===== src/rtl/txo_pkg.sv =====
`timescale 1ns/1ps
package txo_pkg;
  localparam int BYTE_W  = 8;
  localparam int HDR_LEN = 8;
  localparam int IDX_W   = $clog2(HDR_LEN);
  localparam int NFLAG   = 9;
  localparam int HDR_W   = HDR_LEN * BYTE_W;

  typedef struct packed {
    logic [NFLAG-1:0]    flags;
    logic [BYTE_W-1:0]   l4_off;
    logic [BYTE_W-1:0]   l3_off;
    logic [2*BYTE_W-1:0] ph_csum;
    logic [2*BYTE_W-1:0] vlan_ctl;
  } ofl_prm_t;

  // raw holds header byte 0 in its top byte, byte 7 in its bottom byte
  function automatic ofl_prm_t decode_hdr(input logic [HDR_W-1:0] raw);
    ofl_prm_t p;
    p.flags    = {raw[HDR_W-1], raw[HDR_W-BYTE_W-1 -: BYTE_W]};
    p.l4_off   = raw[HDR_W-2*BYTE_W-1 -: BYTE_W];
    p.l3_off   = raw[HDR_W-3*BYTE_W-1 -: BYTE_W];
    p.ph_csum  = raw[HDR_W-4*BYTE_W-1 -: 2*BYTE_W];
    p.vlan_ctl = raw[2*BYTE_W-1:0];
    return p;
  endfunction

  function automatic logic hdr_last(input logic [IDX_W-1:0] idx);
    return idx == IDX_W'(HDR_LEN-1);
  endfunction
endpackage


===== src/rtl/txo_frame_ctl.sv =====
`timescale 1ns/1ps
module txo_frame_ctl
  import txo_pkg::*;
(
  input  logic             clk,
  input  logic             rst_n,
  input  logic             acc,
  input  logic             in_sof,
  input  logic             in_bend,
  input  logic             in_eof,
  input  logic             in_ofl,
  output logic             cur_hdr,
  output logic [IDX_W-1:0] cur_idx,
  output logic             ev_start,
  output logic             ev_done,
  output logic             ev_short,
  output logic             ev_stub,
  output logic             emit,
  output logic             emit_sof,
  output logic             emit_err
);
  logic             hdr_q;
  logic [IDX_W-1:0] idx_q;
  logic             sofp_q;
  logic             errp_q;
  logic             at_end;

  // the offload flag only matters on the frame's first byte
  always_comb begin
    cur_hdr = in_sof ? in_ofl : hdr_q;
    cur_idx = in_sof ? '0 : idx_q;
    at_end  = hdr_last(cur_idx);
  end

  assign ev_start = acc && in_sof;
  assign ev_stub  = acc && cur_hdr && in_eof;
  assign ev_done  = acc && cur_hdr && at_end && !in_eof;
  assign ev_short = acc && cur_hdr && in_bend && !at_end && !in_eof;

  // header bytes are swallowed unless the frame dies inside them
  assign emit     = !cur_hdr || in_eof;
  assign emit_sof = cur_hdr || in_sof || sofp_q;
  assign emit_err = cur_hdr || (in_eof && !in_sof && errp_q);

  always_ff @(posedge clk or negedge rst_n) begin
    if (!rst_n) begin
      hdr_q  <= 1'b0;
      idx_q  <= '0;
      sofp_q <= 1'b0;
      errp_q <= 1'b0;
    end else if (acc) begin
      if (cur_hdr) begin
        if (in_eof) begin
          hdr_q  <= 1'b0;
          idx_q  <= '0;
          sofp_q <= 1'b0;
          errp_q <= 1'b0;
        end else if (at_end || in_bend) begin
          hdr_q  <= 1'b0;
          idx_q  <= '0;
          sofp_q <= 1'b1;
          errp_q <= !at_end;
        end else begin
          hdr_q  <= 1'b1;
          idx_q  <= cur_idx + IDX_W'(1);
          sofp_q <= 1'b0;
          errp_q <= 1'b0;
        end
      end else begin
        hdr_q  <= 1'b0;
        sofp_q <= 1'b0;
        if (in_eof || in_sof) errp_q <= 1'b0;
      end
    end
  end
endmodule


===== src/rtl/txo_hdr_capture.sv =====
`timescale 1ns/1ps
module txo_hdr_capture
  import txo_pkg::*;
(
  input  logic              clk,
  input  logic              rst_n,
  input  logic              acc_hdr,
  input  logic [BYTE_W-1:0] in_data,
  input  logic              ev_start,
  input  logic              ev_done,
  output ofl_prm_t          prm,
  output logic              prm_stb
);
  localparam int SH_W = (HDR_LEN-1) * BYTE_W;

  logic [SH_W-1:0] sh_q;

  always_ff @(posedge clk or negedge rst_n) begin
    if (!rst_n) begin
      sh_q    <= '0;
      prm     <= '0;
      prm_stb <= 1'b0;
    end else begin
      prm_stb <= ev_done;
      if (acc_hdr) sh_q <= {sh_q[SH_W-BYTE_W-1:0], in_data};
      if (ev_done)       prm <= decode_hdr({sh_q, in_data});
      else if (ev_start) prm <= '0;
    end
  end
endmodule


===== src/rtl/txo_out_reg.sv =====
`timescale 1ns/1ps
module txo_out_reg #(
  parameter int W = 8
) (
  input  logic         clk,
  input  logic         rst_n,
  input  logic         load,
  input  logic [W-1:0] d,
  input  logic         sof,
  input  logic         eof,
  input  logic         err,
  input  logic         out_ready,
  output logic         space,
  output logic         out_valid,
  output logic [W-1:0] out_data,
  output logic         out_sof,
  output logic         out_eof,
  output logic         out_err
);
  assign space = !out_valid || out_ready;

  always_ff @(posedge clk or negedge rst_n) begin
    if (!rst_n) begin
      out_valid <= 1'b0;
      out_data  <= '0;
      out_sof   <= 1'b0;
      out_eof   <= 1'b0;
      out_err   <= 1'b0;
    end else if (load) begin
      out_valid <= 1'b1;
      out_data  <= d;
      out_sof   <= sof;
      out_eof   <= eof;
      out_err   <= err && eof;
    end else if (out_ready) begin
      out_valid <= 1'b0;
    end
  end
endmodule


===== src/rtl/txo_strip.sv =====
`timescale 1ns/1ps
module txo_strip
  import txo_pkg::*;
(
  input  logic                clk,
  input  logic                rst_n,
  input  logic                in_valid,
  output logic                in_ready,
  input  logic [BYTE_W-1:0]   in_data,
  input  logic                in_sof,
  input  logic                in_bend,
  input  logic                in_eof,
  input  logic                in_ofl,
  output logic                out_valid,
  input  logic                out_ready,
  output logic [BYTE_W-1:0]   out_data,
  output logic                out_sof,
  output logic                out_eof,
  output logic                out_err,
  output logic                prm_valid,
  output logic [NFLAG-1:0]    prm_flags,
  output logic [BYTE_W-1:0]   prm_l4_off,
  output logic [BYTE_W-1:0]   prm_l3_off,
  output logic [2*BYTE_W-1:0] prm_ph_csum,
  output logic [2*BYTE_W-1:0] prm_vlan_ctl
);
  logic             space;
  logic             acc;
  logic             cur_hdr;
  logic [IDX_W-1:0] cur_idx;
  logic             ev_start;
  logic             ev_done;
  logic             ev_short;
  logic             ev_stub;
  logic             emit;
  logic             emit_sof;
  logic             emit_err;
  logic             load;
  ofl_prm_t         prm;

  assign in_ready = space;
  assign acc      = in_valid && space;
  assign load     = acc && emit;

  txo_frame_ctl u_ctl (
    .clk(clk), .rst_n(rst_n), .acc(acc),
    .in_sof(in_sof), .in_bend(in_bend), .in_eof(in_eof), .in_ofl(in_ofl),
    .cur_hdr(cur_hdr), .cur_idx(cur_idx),
    .ev_start(ev_start), .ev_done(ev_done), .ev_short(ev_short), .ev_stub(ev_stub),
    .emit(emit), .emit_sof(emit_sof), .emit_err(emit_err)
  );

  txo_hdr_capture u_cap (
    .clk(clk), .rst_n(rst_n), .acc_hdr(acc && cur_hdr), .in_data(in_data),
    .ev_start(ev_start), .ev_done(ev_done), .prm(prm), .prm_stb(prm_valid)
  );

  txo_out_reg #(.W(BYTE_W)) u_out (
    .clk(clk), .rst_n(rst_n), .load(load), .d(in_data),
    .sof(emit_sof), .eof(in_eof), .err(emit_err), .out_ready(out_ready),
    .space(space), .out_valid(out_valid), .out_data(out_data),
    .out_sof(out_sof), .out_eof(out_eof), .out_err(out_err)
  );

  assign prm_flags    = prm.flags;
  assign prm_l4_off   = prm.l4_off;
  assign prm_l3_off   = prm.l3_off;
  assign prm_ph_csum  = prm.ph_csum;
  assign prm_vlan_ctl = prm.vlan_ctl;
endmodule


===== config.mk =====
export PLATFORM = sky130hd
export DESIGN_NAME = txo_strip
export DESIGN_NICKNAME = d
export VERILOG_FILES = /design/src/rtl/txo_pkg.sv /design/src/rtl/txo_frame_ctl.sv /design/src/rtl/txo_hdr_capture.sv /design/src/rtl/txo_out_reg.sv /design/src/rtl/txo_strip.sv
export SDC_FILE = /design/constraint.sdc
export NUM_CORES = 1
export LEC_CHECK = 0
export ABC_AREA = 1
export ABC_CLOCK_PERIOD_IN_PS = 4350
export BUFFER_PORTS_ARGS = -buffer_cell sky130_fd_sc_hd__buf_2
export CORE_UTILIZATION = 24
export CTS_CLUSTER_DIAMETER = 150
export DETAILED_ROUTE_END_ITERATION = 12
export GPL_TIMING_DRIVEN = 0
export HOLD_SLACK_MARGIN = 0.02
export MAX_ROUTING_LAYER = met4
export PLACE_DENSITY = 0.49
export SYNTH_ARGS = -nofsm -noshare
export SYNTH_HDL_FRONTEND = slang
export SYNTH_SLANG_ARGS = --single-unit

===== constraint.sdc =====
create_clock -name clk -period 4.35 [get_ports clk]
set_input_delay 0.2175 -clock clk [delete_from_list [all_inputs] [get_ports clk]]
set_output_delay 0.2175 -clock clk [all_outputs]
set_load 0.005 [all_outputs]

==> flow_metrics.tcl, run 1 <==
set metrics [dict create \
    outcome "complete, no violations" \
    cp-end-kind "register" \
    grt-ovfl-total 0 \
    p_total_mw 3.14 \
    core_mm2 0.0203 \
    crit_buf_inv 4 \
    die_w_um 146 \
    timing.rr.start "u_ctl.idx_q[0]" \
    drc 0 \
    holdBufCountCts 1 \
    crit_chain "nand2_1, inv_1, ha_1, ha_1, inv_1, nor2_1, nand2_1, buf_6, buf_6, nand3_1, nand2_1" \
    io_buffer_count 86 \
    min-delay-start "in_data[6]" \
    cp-endpoint "u_cap.prm[22]" \
    vias_per_cell 4.14 \
    crit_path_start "u_ctl.idx_q[0]" \
    cp_max_fo 10 \
    drv_slew 0 \
    power_per_cell_area_mw_per_mm2 493 \
    io_pins 87 \
    fin_crit_ns 1.83 \
    worst_pin_slew_ns 0.485 \
    fp-row-count 52 \
    drt_iter0_markers 209 \
    cts.sinks 125 \
    cts_buffer_depth 2 \
    cp.arrival_ns 2.19 \
    antennaDiodeCount 0 \
    regArea_mm2 0.00313 \
    synthDistinctLibCells 22 \
    cts_tree "yes" \
    ys_seq_area_frac 0.627 \
    maxCapViolations 0 \
    wirelength_um 13000 \
    clkLatencyLatePin_ns 0.42 \
    crit_type "register to register" \
    layout-drive-gt1-share 0.237 \
    r2r_cells 11 \
    finClkSkew_ns 0.00991 \
    netlist_instances 552 \
    wl_per_cell_um 13.8 \
    synth_top_area_cell "dfrtp_1" \
    critPathMostFrequentCell "nand2_1" \
    finalNetCount 677 \
    cp_num_cells 11 \
    grt_max_degree 90 \
    slowest_stage "dfrtp_1" \
    netlist.area_leader.share 0.627 \
    cts_htree_levels 4 \
    power_leakage_nw 3.60 \
    tns_ns 0 \
    drt_pass1_iterations 4 \
    rsz0062_at_grt "false" \
    synth_warnings 0 \
    grt_usage 0.136 \
    syn-cell-area_mm2 0.00499 \
    start_util 0.246 \
    dieHeight_um 146 \
    cts.clk_slew.worst_paths_ns 0.06 \
    synthArstFlopShare 1.00 \
    synth_nets 570 \
    post-synth-top-count-cell "nand2_1" \
    slew_headroom 0.677 \
    hold_class "input pin to register" \
    grt_pass1_wl_um 21500 \
    die_area_mm2 0.0214 \
    rr_endpoint "u_cap.prm[22]" \
    cp.required_ns 4.70 \
    peakVddDrop_mv 0.278 \
    setup_viol 0 \
    dp_hpwl_um 9090 \
    cts_resized 0 \
    synth_edf_count 0 \
    timing.final.crit_share 0.422 \
    finalHoldViolCount 0 \
    cts_setup_buffers 0 \
    ys_seq_elements 125 \
    area_delta_synth_final_pct 27.6 \
    rrSetupSlack_ns 2.52 \
    worst_setup_path_start_kind "register" \
    synthFlopType "dfrtp_1" \
    cts_buffers 17 \
    root_buffer "clkbuf_16" \
    grt_pass1_vias 3930 \
    fillers 2220 \
    antenna_found_initial 0 \
    max_freq_ghz 0.545 \
    gp_congestion 0.743 \
    multi_input_area_mm2 0.00159 \
    syn_area_per_cell_um2 9.04 \
    slowest_delay_ns 0.38 \
    vias 3896 \
    synth.area.top_cells "dfrtp_1 63%, nand2_1 20%, nand3_1 6.9%" \
    critical-path-top-delay-family "simple AND/OR/NAND/NOR gates" \
    ant_nets 0 \
    synthTopCellsByCount "263 x nand2_1, 125 x dfrtp_1, 69 x nand3_1, 20 x buf_2, 16 x inv_1" \
]
==> routing by layer <==
layer	part of all wire	track usage
met1	0.47	0.173
met4	0.011	0.0438
met2	0.48	0.210
met5	0	-
met3	0.031	0.0363
==> how the worst min path moves through the flow <==
| stage | endpoint | cells past startpoint | slack, ns |
|---|---|---|---|
| global route | u_cap.prm[1] | 3 | 0.08 |
| floorplan | u_cap.prm[0] | 0 | -0.08 |
| finish | u_cap.prm[6] | 3 | 0.06 |
| detailed placement | u_cap.prm[47] | 1 | 0.15 |
| global placement | u_out.out_data[3] | 2 | 0.45 |
| CTS | u_cap.prm[6] | 3 | 0.04 |
==> state kept, by name, summed over array words and instances (netlist names) <==
| signal | count |
|---|---|
| u_ctl.errp_q | 1 |
| u_cap.prm | 57 |
| u_out.out_valid | 1 |
| u_cap.prm_stb | 1 |
| u_out.out_eof | 1 |
| u_out.out_err | 1 |
| u_ctl.sofp_q | 1 |
| u_ctl.hdr_q | 1 |
| u_ctl.idx_q | 3 |
| u_cap.sh_q | 49 |
| u_out.out_sof | 1 |
| u_out.out_data | 8 |
==> metrics by stage <==
step	utilization	instances	area, um^2	setup slack [ns]	hold slack, ns
floorplan	-	552	4990	2.87	-0.0781
global placement	0.284	908	5760	1.26	0.452
detailed placement	0.285	909	5790	2.45	0.147
CTS	0.314	942	6370	2.50	0.0437
global route	0.314	942	6370	2.32	0.0807
finish	0.314	942	6370	2.52	0.0605
==> cell type report <==
class                   instances  area share
plain buffers                  31      0.0316
clock buffers                  17      0.0668
inverters                      19      0.0112
multi-input cells             377       0.250
repair buffers                 88      0.0744
well taps                     270      0.0530
clock inverters                15      0.0222
flip-flops and latches        125       0.491
==> where the power goes <==
part           leakage [nW]  internal [mW]  switching, mW
Sequential             1.67           1.34          0.142
Combinational          1.65          0.110          0.184
Clock                 0.276          0.794          0.567
Total                  3.60           2.25          0.894
==> placed cells by master, fill, tap and decap left out, drive strengths merged, types with 8 or more instances in the layout <==
cell type,n
dfrtp,125
nand2,268
clkinv,8
o21ai,23
inv,23
nor2,11
buf,117
nand3,70
clkbuf,18
==> worst reg2reg max path: stages, from the launching register on <==
cell and delay (ns):
dfrtp_1 0.38, nand2_1 0.08, inv_1 0.04, ha_1 0.19
ha_1 0.22, inv_1 0.08, nor2_1 0.05, nand2_1 0.22
buf_6 0.21, buf_6 0.16, nand3_1 0.07, nand2_1 0.07
==> kinds of logic after synthesis <==
| group | count (synthesis) | share of synthesized area |
|---|---|---|
| flip-flops | 125 | 0.627 |
| AO/OA/AOI/OAI | 24 | 0.0246 |
| adder cells (fa/ha/maj) | 2 | 0.00501 |
| AND/OR/NAND/NOR | 351 | 0.289 |
| buffers and inverters | 50 | 0.0546 |
No activity file was read; power rests on OpenSTA's default activity.
==> run 2: changes to the inputs <==
--- a/config.mk
+++ b/config.mk
@@ -5,8 +5,8 @@
 export SDC_FILE = /design/constraint.sdc
 export NUM_CORES = 1
 export LEC_CHECK = 0
-export ABC_AREA = 1
-export ABC_CLOCK_PERIOD_IN_PS = 4350
+export ABC_AREA = 0
+export ABC_CLOCK_PERIOD_IN_PS = 1500
 export BUFFER_PORTS_ARGS = -buffer_cell sky130_fd_sc_hd__buf_2
 export CORE_UTILIZATION = 24
 export CTS_CLUSTER_DIAMETER = 150
@@ -14,7 +14,7 @@
 export GPL_TIMING_DRIVEN = 0
 export HOLD_SLACK_MARGIN = 0.02
 export MAX_ROUTING_LAYER = met4
-export PLACE_DENSITY = 0.49
+export PLACE_DENSITY = 0.5
 export SYNTH_ARGS = -nofsm -noshare
 export SYNTH_HDL_FRONTEND = slang
 export SYNTH_SLANG_ARGS = --single-unit
==> constraint.sdc (replaced) <==
create_clock -name clk -period 1.5 [get_ports clk]
set_input_delay 0.075 -clock clk [delete_from_list [all_inputs] [get_ports clk]]
set_output_delay 0.075 -clock clk [all_outputs]
set_load 0.005 [all_outputs]
==> run 2 against run 1 <==
The run now ends with design-rule violations, negative setup slack left. Sequential power grew to 3.1 times the previous value. Utilization rose by 3.7 points. Sequential share of layout area decreased by 8.5 points. Final area grew 21%. Via count fell by 3.2%. Final cell count down 14%. Sequential cell count unchanged.
==> flow_metrics.tcl, run 2 <==
set metrics [dict create \
    cts_buffer_depth 2 \
    cts_htree_levels 4 \
    grt_pass1_wl_um 23000 \
    synth_xor_area_frac 0 \
    drt_iter0_markers 178 \
    setup_viol 109 \
    synth_nets 400 \
    placed_area_mm2 0.00627 \
    worst_setup_path_start_kind "register" \
    outcome "finished, violations left" \
    grt_usage 0.134 \
    synth_compound_area_frac 0.109 \
    rrSetupSlack_ns -0.24 \
    synth_top_family_by_area "multiplexers" \
    root_buffer "clkbuf_16" \
    final_common_cell "dfrtp_1" \
    r2r_cells 8 \
    synthTopCellsByCount "125 x dfrtp_1, 59 x o2bb2ai_1, 57 x nand4_1, 47 x mux2_4, 22 x clkbuf_1" \
    holdWs_ns 0.0518 \
    grt_pass1_vias 3940 \
    maxCapViolations 0 \
    synthFlopType "dfrtp_1" \
    p_seq_frac 0.429 \
    slew_headroom 0.566 \
    reg_top3 "u_cap.prm x57, u_cap.sh_q x49, u_out.out_data x8" \
    ant_nets 0 \
    netlist.area_leader.share 0.580 \
    cp.arrival_ns 2.09 \
    synth_fa_ha_area_frac 0.00464 \
    clkLatencyLatePin_ns 0.42 \
    fp-row-count 54 \
    vias_per_cell 4.64 \
    peakVddDrop_mv 1.07 \
    synth_warnings 0 \
    cts_buffers 17 \
    hold_depth 3 \
    setup_ws_ns -0.241 \
    dp_hpwl_um 9790 \
    worst_pin_slew_ns 0.651 \
    cts_tree "yes" \
    max_freq_ghz 0.574 \
    fin_crit_ns 1.74 \
    antennaDiodeCount 0 \
    cp-end-kind "register" \
    violations "design-rule violations, negative setup slack" \
    rsz0062_at_grt "true" \
    dieHeight_um 152 \
    timing.rr.start "u_ctl.idx_q[0]" \
    vias 3772 \
    core_mm2 0.0220 \
    min-delay-start "in_sof" \
    netlist_instances 382 \
    gp_congestion 0.766 \
    wirelength_um 14800 \
    cts.sinks 125 \
    clkPwrFrac 0.414 \
    wl_per_cell_um 18.2 \
    crit_type "register to register" \
    synth_edf_count 0 \
    power_per_cell_area_mw_per_mm2 1410 \
    hold_end "u_out.out_sof" \
    synthArstFlopShare 1.00 \
    synth.area.top_cells "dfrtp_1 58%, mux2_4 13%, o2bb2ai_1 9.6%" \
    synthMuxAreaShare 0.162 \
    ys_seq_area_frac 0.580 \
    hold_class "input pin to register" \
    drc 10 \
    pwr-share-comb 0.156 \
    layout-drive-gt1-share 0.495 \
    finalNetCount 538 \
    drt_pass1_iterations 8 \
    final_area_mm2 0.00770 \
    start_util 0.246 \
    rr_endpoint "u_cap.prm[9]" \
    io_pins 87 \
    drv_slew 0 \
    cts.clk_slew.worst_paths_ns 0.06 \
    finalHoldViolCount 0 \
    area_delta_synth_final_pct 42.7 \
    grt_max_degree 77 \
    ys_seq_elements 125 \
    largest_register_ffs 57 \
    timing.final.crit_share 1.16 \
    final_cell_mix "124 x dfrtp_1, 88 x buf_2, 57 x nand4_1" \
    antenna_found_initial 0 \
    grt-ovfl-total 0 \
    synth-simple-area-share 0.0881 \
    synthDistinctLibCells 32 \
    power_leakage_nw 3.61 \
    finClkSkew_ns 0.00611 \
    cp_max_fo 8 \
    cp.required_ns 1.84 \
    synth_top_area_cell "dfrtp_1" \
    switching_power_mw 2.72 \
    syn-cell-area_mm2 0.00540 \
    die_w_um 152 \
    post-synth-top-count-cell "dfrtp_1" \
    io_buffer_count 84 \
    syn_area_per_cell_um2 14.1 \
    sw_frac_of_total 0.251 \
    regMostFlops "u_cap.prm" \
    die_area_mm2 0.0231 \
    cell_internal_pwr_mw 8.11 \
]
## run 2: metal layers
layer  global-route usage  share of wire  vias to the layer above
li1                     -              -                     1739
met2                0.207           0.48                       72
met5                    -              0                        -
met1                0.170           0.47                     1944
met3               0.0314          0.033                       17
met4               0.0510          0.014                        0
## run 2: how the worst max path moves through the flow
stage | from | endpoint | slack [ns] | cells past startpoint
floorplan | u_ctl.idx_q[0] | u_cap.prm[0] | -0.28 | 9
global placement | rst_n | u_cap.prm[47] | -1.19 | 1
detailed placement | u_ctl.idx_q[0] | u_cap.prm[23] | -0.61 | 9
CTS | u_ctl.idx_q[0] | u_cap.prm[9] | -0.25 | 8
global route | u_ctl.idx_q[0] | u_cap.prm[18] | -0.32 | 8
finish | u_ctl.idx_q[0] | u_cap.prm[9] | -0.24 | 8
## run 2: layout make-up
| class | count | area [um^2] |
|---|---|---|
| inverters | 5 | 18.8 |
| plain buffers | 41 | 425 |
| well taps | 280 | 350 |
| flip-flops and latches | 125 | 3130 |
| repair buffers | 121 | 932 |
| clock inverters | 15 | 220 |
| multi-input cells | 209 | 2200 |
| fillers | 2108 | 14300 |
| clock buffers | 17 | 425 |
## run 2: critical path, stage by stage (launching register included)
cell and delay, ns:
dfrtp_1 0.38, nor2b_4 0.14, ha_4 0.16, ha_4 0.16, and3b_1 0.18, o211ai_4 0.20, buf_12 0.18, clkbuf_16 0.14
o2bb2ai_1 0.11
## run 2: stage by stage
step | setup slack (ns) | instances | setup TNS, ns | total power [mW] | util
4_1_cts | -0.252 | 799 | -13.71 | 10.8 | 0.338
2_1_floorplan | -0.279 | 382 | -14.03 | 5.61 | -
5_1_grt | -0.318 | 813 | -22.05 | 11.2 | 0.351
3_5_place_dp | -0.610 | 747 | -41.33 | 6.17 | 0.285
3_3_place_gp | -1.19 | 746 | -187.59 | 6.08 | 0.284
6_report | -0.241 | 813 | -13.88 | 10.8 | 0.351
## run 2: power by group through the flow
stage	registers (mW)	logic [mW]	clock network, mW
global placement	4.67	1.41	0
floorplan	4.44	1.17	0
finish	4.65	1.69	4.49
global route	4.73	1.82	4.70
detailed placement	4.70	1.47	0
CTS	4.65	1.60	4.57
## run 2: timing repair
action	CTS	global route
endpoints found under the hold margin	76	0
hold buffers	10	0
pin swaps	5	3
setup buffers	8	6
endpoints found under the setup margin	125	121
resized for setup	64	12
cloned	4	8
## run 2: cells by family after synthesis
family	count (synthesis)
simple gates	77
compound gates	68
flops	125
mux	62
fa+ha+maj	2
buf+inv	48
==> run 3: changes to the inputs <==
--- a/config.mk
+++ b/config.mk
@@ -7,14 +7,15 @@
 export LEC_CHECK = 0
 export ABC_AREA = 0
 export ABC_CLOCK_PERIOD_IN_PS = 1500
-export BUFFER_PORTS_ARGS = -buffer_cell sky130_fd_sc_hd__buf_2
-export CORE_UTILIZATION = 24
+export BUFFER_PORTS_ARGS = -buffer_cell sky130_fd_sc_hd__buf_4
+export CORE_UTILIZATION = 25
 export CTS_CLUSTER_DIAMETER = 150
 export DETAILED_ROUTE_END_ITERATION = 12
 export GPL_TIMING_DRIVEN = 0
 export HOLD_SLACK_MARGIN = 0.02
 export MAX_ROUTING_LAYER = met4
-export PLACE_DENSITY = 0.5
+export PLACE_DENSITY = 0.52
 export SYNTH_ARGS = -nofsm -noshare
 export SYNTH_HDL_FRONTEND = slang
+export SYNTH_HIERARCHICAL = 1
 export SYNTH_SLANG_ARGS = --single-unit
==> run 3 against run 2 <==
The run ends with negative setup slack left. Die area shrank 15%. First-iteration DRC count decreased by 21%. Synthesized area decreased by 12%. Count of clock-buffer cells in the layout is 1 higher. Sequential power is 0.9% higher. Worst hold slack worse by 0.0051 ns. Critical endpoint is now u_cap/prm[8]. Largest cell class unchanged. Largest power group unchanged.
==> flow_metrics.tcl, run 3 <==
set metrics [dict create \
    ant_nets 0 \
    cts_tree "yes" \
    reg_top3 "u_cap/prm x57, u_cap/sh_q x49, u_out/out_data x8" \
    max_freq_ghz 0.548 \
    drc 0 \
    finalNetCount 462 \
    dieHeight_um 140 \
    worst_pin_slew_ns 0.431 \
    cp.required_ns 1.80 \
    synth_nets 316 \
    area_delta_synth_final_pct 51.5 \
    power_leakage_nw 3.52 \
    cp.arrival_ns 2.13 \
    maxCapViolations 0 \
    netlist_instances 298 \
    grt_usage 0.133 \
    final_cell_mix "125 x dfrtp_1, 101 x buf_4, 59 x a22o_1, 59 x mux2_4, 24 x clkbuf_16" \
    root_buffer "clkbuf_16" \
    core_mm2 0.0187 \
    start_util 0.255 \
    wirelength_um 12400 \
    finalHoldViolCount 0 \
    peakVddDrop_mv 0.798 \
    violations "negative setup slack" \
    grt_max_degree 83 \
    rsz0062_at_grt "true" \
    antenna_found_initial 0 \
    regMostFlops "u_cap/prm" \
    grt_pass1_vias 3268 \
    io_pins 87 \
    vias_per_cell 4.50 \
    finClkSkew_ns 0.00733 \
    die_w_um 140 \
    final_common_cell "dfrtp_1" \
    worst_setup_path_start_kind "register" \
    tns_ns -21.78 \
    gp_congestion 0.755 \
    timing.final.crit_share 1.22 \
    power_per_cell_area_mw_per_mm2 1470 \
    antennaDiodeCount 0 \
    drt_pass1_iterations 5 \
    drt_iter0_markers 141 \
    vias 3098 \
    synth_warnings 6 \
    die_area_mm2 0.0196 \
    p_total_mw 10.6 \
    fp-row-count 50 \
    setup_viol 119 \
    io_buffer_count 86 \
    grt_pass1_wl_um 19100 \
    layout-drive-gt1-share 0.530 \
    wl_per_cell_um 18.0 \
    cp_max_fo 5 \
    cts.clk_slew.worst_paths_ns 0.05 \
    dp_hpwl_um 7680 \
    cts_buffer_depth 2 \
    grt-ovfl-total 0 \
    slew_headroom 0.713 \
    largest_register_ffs 57 \
    cts.sinks 125 \
    cts_htree_levels 4 \
    crit_type "register to register" \
    hold_class "input pin to register" \
    drv_slew 0 \
    fin_crit_ns 1.82 \
    clkLatencyLatePin_ns 0.42 \
    outcome "finished, violations left" \
    cp-end-kind "register" \
    syn-cell-area_mm2 0.00476 \
    setup_ws_ns -0.325 \
    cts_buffers 17 \
    syn_area_per_cell_um2 16.0 \
]
[run 3: per-layer routing]
layer	vias up	GRT usage	part of all wire
met2	72	0.195	0.46
met3	15	0.0390	0.037
li1	1398	-	-
met5	-	-	0
met4	0	0.0486	0.012
met1	1613	0.173	0.49
[run 3: repair_timing]
action                                  in CTS  in global routing
gates resized for setup                     28                 56
pin swaps                                   11                  2
endpoints found under the setup margin     122                121
hold buffers                                11                  0
setup buffers                               11                 11
cloned                                       1                  7
hold endpoints to repair                    72                  0
[run 3: final cells by class]
type / instances / area (um^2)
Clock inverter: 12 / 173
Clock buffer: 18 / 429
Timing Repair Buffer: 127 / 1180
Buffer: 19 / 277
Inverter: 5 / 18.8
Sequential cell: 125 / 3130
Fill cell: 1732 / 11500
Multi-Input combinational cell: 149 / 1710
Tap cell: 234 / 293
[run 3: critical path: stages (launching register included)]
cell and delay [ns]:
dfrtp_1 0.37, and2b_2 0.21, ha_4 0.16, ha_4 0.16, nor3b_4 0.17, buf_4 0.14, buf_8 0.13, clkbuf_16 0.15
a22o_1 0.21
[run 3: through the flow]
step	hold slack (ns)	setup WS (ns)	std cells	utilization	instance area (um^2)
final	0.0468	-0.325	689	0.386	7210
after global routing	0.0602	-0.400	689	0.386	7210
after CTS	0.0284	-0.281	672	0.363	6780
after detailed placement	0.0260	-0.380	619	0.310	5800
after global placement	0.333	-0.343	618	0.308	5770
after floorplan	-0.221	-0.165	298	-	4830
[run 3: worst paths after layout]
check                      cells after the start              to      startpoint  slack, ns
setup / recovery                               8    u_cap/prm[8]  u_ctl/idx_q[1]      -0.32
hold / removal                                 3     u_ctl/hdr_q        in_valid       0.05
setup reg to reg                               8    u_cap/prm[8]  u_ctl/idx_q[1]      -0.32
hold reg to reg                                1   u_cap/prm[53]   u_cap/prm[53]       0.49
max in group asynchronous                      3  u_cap/sh_q[29]           rst_n       0.60
min in group asynchronous                      2    u_cap/prm[2]           rst_n       0.15
[run 3: power breakdown]
group          switching, mW  leakage [nW]  internal (mW)  total [mW]
Clock                   1.47         0.291           2.75        4.22
Combinational          0.474          1.59           1.23        1.70
Sequential             0.630          1.64           4.06        4.69
